File: src/rtl/modseq_pkg.sv
package modseq_pkg;

    // Trial division; used only at elaboration time on parameters.
    function automatic bit is_prime(input int unsigned n);
        bit ok;
        ok = (n >= 2);
        for (int unsigned d = 2; d * d <= n; d++) begin
            if ((n % d) == 0) ok = 1'b0;
        end
        return ok;
    endfunction

    // What the sequencer does at the next edge.
    typedef enum logic [1:0] {
        ACT_HOLD    = 2'd0,
        ACT_STEP    = 2'd1,
        ACT_WRAP    = 2'd2,
        ACT_RESTART = 2'd3
    } seq_act_e;

endpackage

File: src/rtl/modseq_residue_step.sv
// Adds the multiplier to a residue and folds the sum back below the modulus
// with a single conditional subtraction (valid because MULT < MODULUS).
module modseq_residue_step #(
    parameter int unsigned MULT    = 7,
    parameter int unsigned MODULUS = 17,
    parameter int unsigned W       = 5
) (
    input  logic [W-1:0] cur_i,
    output logic [W-1:0] nxt_o
);
    localparam logic [W:0] MULT_X = (W+1)'(MULT);
    localparam logic [W:0] MOD_X  = (W+1)'(MODULUS);

    logic [W:0] sum;
    logic [W:0] folded;

    always_comb begin
        sum    = {1'b0, cur_i} + MULT_X;
        folded = (sum >= MOD_X) ? (sum - MOD_X) : sum;
        nxt_o  = folded[W-1:0];
    end
endmodule

File: src/rtl/modseq_index_ctr.sv
// Index increment plus detection of the last index of a period.
module modseq_index_ctr #(
    parameter int unsigned MODULUS = 17,
    parameter int unsigned W       = 5
) (
    input  logic [W-1:0] idx_i,
    output logic [W-1:0] idx_inc_o,
    output logic         is_last_o
);
    localparam logic [W-1:0] LAST_IDX = W'(MODULUS - 1);

    always_comb begin
        idx_inc_o = idx_i + W'(1);
        is_last_o = (idx_i == LAST_IDX);
    end
endmodule

File: src/rtl/modseq_gen.sv
module modseq_gen
    import modseq_pkg::*;
#(
    parameter int unsigned MULT    = 7,
    parameter int unsigned MODULUS = 17
) (
    input  logic                       clk_i,
    input  logic                       rst_i,
    input  logic                       en_i,
    input  logic                       restart_i,
    output logic [$clog2(MODULUS)-1:0] term_o,
    output logic [$clog2(MODULUS)-1:0] index_o,
    output logic                       wrap_o
);
    localparam int unsigned W = $clog2(MODULUS);

    generate
        if (!is_prime(MULT) || !is_prime(MODULUS) || (MULT >= MODULUS)) begin : g_param_bad
            $error("modseq_gen: MULT and MODULUS must be prime with MULT < MODULUS");
        end
    endgenerate

    typedef struct packed {
        logic [W-1:0] term;
        logic [W-1:0] idx;
        logic         wrap;
    } seq_state_t;

    seq_state_t state_d, state_q;
    seq_act_e   act_d;

    logic [W-1:0] term_step;
    logic [W-1:0] idx_inc;
    logic         idx_last;

    modseq_residue_step #(
        .MULT    (MULT),
        .MODULUS (MODULUS),
        .W       (W)
    ) u_step (
        .cur_i (state_q.term),
        .nxt_o (term_step)
    );

    modseq_index_ctr #(
        .MODULUS (MODULUS),
        .W       (W)
    ) u_idx (
        .idx_i     (state_q.idx),
        .idx_inc_o (idx_inc),
        .is_last_o (idx_last)
    );

    // Next-state process
    always_comb begin
        if (restart_i)      act_d = ACT_RESTART;
        else if (!en_i)     act_d = ACT_HOLD;
        else if (idx_last)  act_d = ACT_WRAP;
        else                act_d = ACT_STEP;

        state_d      = state_q;
        state_d.wrap = 1'b0;
        unique case (act_d)
            ACT_RESTART: begin
                state_d.term = '0;
                state_d.idx  = '0;
            end
            ACT_WRAP: begin
                state_d.term = '0;
                state_d.idx  = '0;
                state_d.wrap = 1'b1;
            end
            ACT_STEP: begin
                state_d.term = term_step;
                state_d.idx  = idx_inc;
            end
            default: ;
        endcase
    end

    // Register process
    always_ff @(posedge clk_i) begin
        if (rst_i) state_q <= '0;
        else       state_q <= state_d;
    end

    assign term_o  = state_q.term;
    assign index_o = state_q.idx;
    assign wrap_o  = state_q.wrap;

endmodule

File: config.mk
export PLATFORM = sky130hd
export DESIGN_NAME = modseq_gen
export DESIGN_NICKNAME = d
export VERILOG_FILES = /design/src/rtl/modseq_pkg.sv /design/src/rtl/modseq_residue_step.sv /design/src/rtl/modseq_index_ctr.sv /design/src/rtl/modseq_gen.sv
export SDC_FILE = /design/constraint.sdc
export NUM_CORES = 1
export LEC_CHECK = 0
export BUFFER_PORTS_ARGS = -buffer_cell sky130_fd_sc_hd__buf_2
export CAP_MARGIN = 5
export CORE_MARGIN = 1.5
export CORE_UTILIZATION = 54
export DETAILED_ROUTE_END_ITERATION = 6
export PLACE_DENSITY_LB_ADDON = 0.1
export SKIP_CTS_REPAIR_TIMING = 1
export SYNTH_ARGS = -nofsm -noshare
export SYNTH_HDL_FRONTEND = slang
export SYNTH_SLANG_ARGS = --single-unit
File: constraint.sdc
create_clock -name clk_i -period 2.8 [get_ports clk_i]
set_input_delay 0.56 -clock clk_i [delete_from_list [all_inputs] [get_ports clk_i]]
set_output_delay 0.56 -clock clk_i [all_outputs]
set_load 0.05 [all_outputs]
==> out/qor.csv <==
metric,value,unit
status,"finished, final reports clean",
final setup vio count,0,
Clock Path Buffers,2,
leading area contributor after synthesis,dfxtp_1,
number of CTS-inserted buffers,3,
number of I/O port buffers,14,
DR iter-0 viols,19,
initial core utilization,0.5773,
RSZ-0062 raised after global routing,no,
routed length per instance,13.95,um
Layout Utilization,0.6176,
Mapped Cells,109,
Clock power frac,0.308,
Sw Pwr,118.2,uW
Synth top area share,0.2562,
num ports,15,
max-slew violation count,0,
WP data required,3.02,ns
R2R Setup Slk,0.58,ns
drt total wl,1897,um
fin crit share,0.7942,
Synth Register Bits,11,
H-tree depth,1,
placed wire-length estimate,1413,um
worst-margin pin slew,0.4199,ns
Main synth FF type,dfxtp_1,
GRT overflow,0,
hold path startpoint,en_i,
crit path time final,2.224,ns
Switching Fraction,0.3253,
Die Wd,42.90,um
Final GP Congestion,0.9253,
Worst-Skew Late Latency,0.27,ns
Yosys warning count,0,
Pleak,0.0003738,uW
WS Path Type,reg2reg,
Hold Crit Class,in2reg,
# DRC,0,
vias per inst,6.110,
die height,42.90,um
Root Buffer,clkbuf_4,
Max-slew headroom,0.7128,
Fin. Hold Viols,0,
Row Count,14,
final antenna-violating net count,0,
RR Startpoint,term_o[0]$_SDFFE_PP0P_,
maximum vdd drop,0.2722,mV
most instantiated library cell after synthesis,nor2_1,
Int Power,245.1,uW
critical path's slowest cell,dfxtp_1,
first-pass GRT wire length,3208,um
total number of vias,831,
CP Launch Type,register,
clk sinks,11,
Peak Freq,0.4497,GHz
Final Hold Slack,0.5404,ns
pin count of the biggest net entering global routing,14,
First-pass DRT Iterations,4,
share of layout cells above drive strength 1,0.2000,
Mean Syn Cell Area,7.886,sq um
Async SR Flop Fraction,0,
crit-path max FO,10,
post-synthesis sequential area ratio,0.2562,
die area,0.001840,sq mm
number of global-route vias before repair,735,
worst min-delay path endpoint,term_o[4]$_SDFFE_PP0P_,
top post-synthesis cells by area,"dfxtp_1 (26%), ha_1 (7.3%), nor2_1 (6.1%)",
CP peak stage delay,0.49,ns
CP Capture Type,register,
"top cells by count, synth","nor2_1 (14), dfxtp_1 (11), inv_1 (9)",
clk slew on worst S/H paths,0.07,ns
"Net Count, Synth",118,
initial antenna violation count,0,
core area,0.001489,sq mm
Worst Skew,0.002179,ns
Power Density,395.0,mW/mm^2
CTS tree,done,
setup TNS,0,ns
reg2reg path depth,7,
Sequential Power Share,0.461,
antenna cells,0,
hold-critical path depth,2,
synthesized area,859.6,sq um
Post-synth EDFFs,0,
Gate power share,0.231,
Max-Cap Viols,0,
CP arrival,2.44,ns
crit path cell chain,"ha_1, nand2b_1, o21ai_0, a31oi_1, a41o_2, or4_1, nand3_1",
Area Overhead vs Synth,6.987,%
Final #Nets,130,
GRT Util Overall,0.2275,
Reg-to-Reg End,term_o[3]$_SDFFE_PP0P_,
Synth cell types,39,
## flip-flops by register name, summed over array words and instances, names as in the netlist
register and cells:
wrap_o 1, index_o 5, term_o 5
## metrics by stage
stage                     power (uW)  std cells  setup slack [ns]  instance area (sq um)
after global routing           378.3        136            0.3959                  919.6
after CTS                      362.4        136            0.5799                  919.6
after floorplan                240.6        109            0.3880                  859.6
after global placement         253.6        132            0.5862                  893.4
after detailed placement       254.5        132            0.5909                  893.4
final                          363.2        136            0.5762                  919.6
## cells in the final DEF (no fill, tap or decap), drive strengths merged, types with 4 or more instances in the layout
cell type	instances
inv	9
buf	14
nand2	8
nor2	14
dfxtp	11
ha	5
o21ai	6
clkbuf	4
a21oi	6
## how the worst max path moves through the flow
stage	from	to	slack, ns	cells after the start
floorplan	term_o[0]$_SDFFE_PP0P_	term_o[3]$_SDFFE_PP0P_	0.39	8
global placement	term_o[0]$_SDFFE_PP0P_	term_o[3]$_SDFFE_PP0P_	0.59	7
detailed placement	term_o[0]$_SDFFE_PP0P_	term_o[3]$_SDFFE_PP0P_	0.59	7
CTS	term_o[0]$_SDFFE_PP0P_	term_o[3]$_SDFFE_PP0P_	0.58	7
global route	term_o[0]$_SDFFE_PP0P_	term_o[2]$_SDFFE_PP0P_	0.40	8
finish	term_o[0]$_SDFFE_PP0P_	term_o[3]$_SDFFE_PP0P_	0.58	7
## kinds of logic (layout without fill, tap and decap cells)
| kind of cell | Yosys count | count (layout) | synth area share |
|---|---|---|---|
| compound gates | 30 | 30 | 0.2591 |
| xor+xnor | 6 | 6 | 0.06115 |
| fa+ha+maj | 5 | 5 | 0.07278 |
| buf+inv | 16 | 27 | 0.1048 |
| flops | 11 | 11 | 0.2562 |
| mux | 1 | 1 | 0.01165 |
| simple gates | 40 | 40 | 0.2344 |
## final cells by class
| class | instances | area, sq um |
|---|---|---|
| multi-input combinational | 82 | 549.3 |
| fill | 135 | 569.3 |
| clock buffer | 4 | 26.28 |
| inverter | 9 | 33.78 |
| sequential | 11 | 220.2 |
| timing repair buffer | 14 | 70.07 |
| tap | 16 | 20.02 |
## worst max-delay path, delay by kind of cell (launching register included)
family,cells,cell delay (ns)
AO/OA/AOI/OAI,3,0.61
AND/OR/NAND/NOR,3,0.67
flip-flops,1,0.49
adder cells (fa/ha/maj),1,0.40
## layer usage
metal,global-route usage,part of all wire,vias up
li1,-,-,417
met1,0.2850,0.44,378
met2,0.3818,0.49,31
met3,0.02553,0.057,5
met4,0.1125,0.017,0
met5,0,0,-
## power groups by stage
stage | registers, uW | logic [uW] | clock network (uW)
floorplan | 180 | 60.5 | 0
global placement | 171 | 82.8 | 0
detailed placement | 171 | 83.4 | 0
CTS | 167 | 83.7 | 111
global route | 169 | 92.4 | 117
finish | 167 | 84.1 | 112
Power figures use the tool's default switching activity.
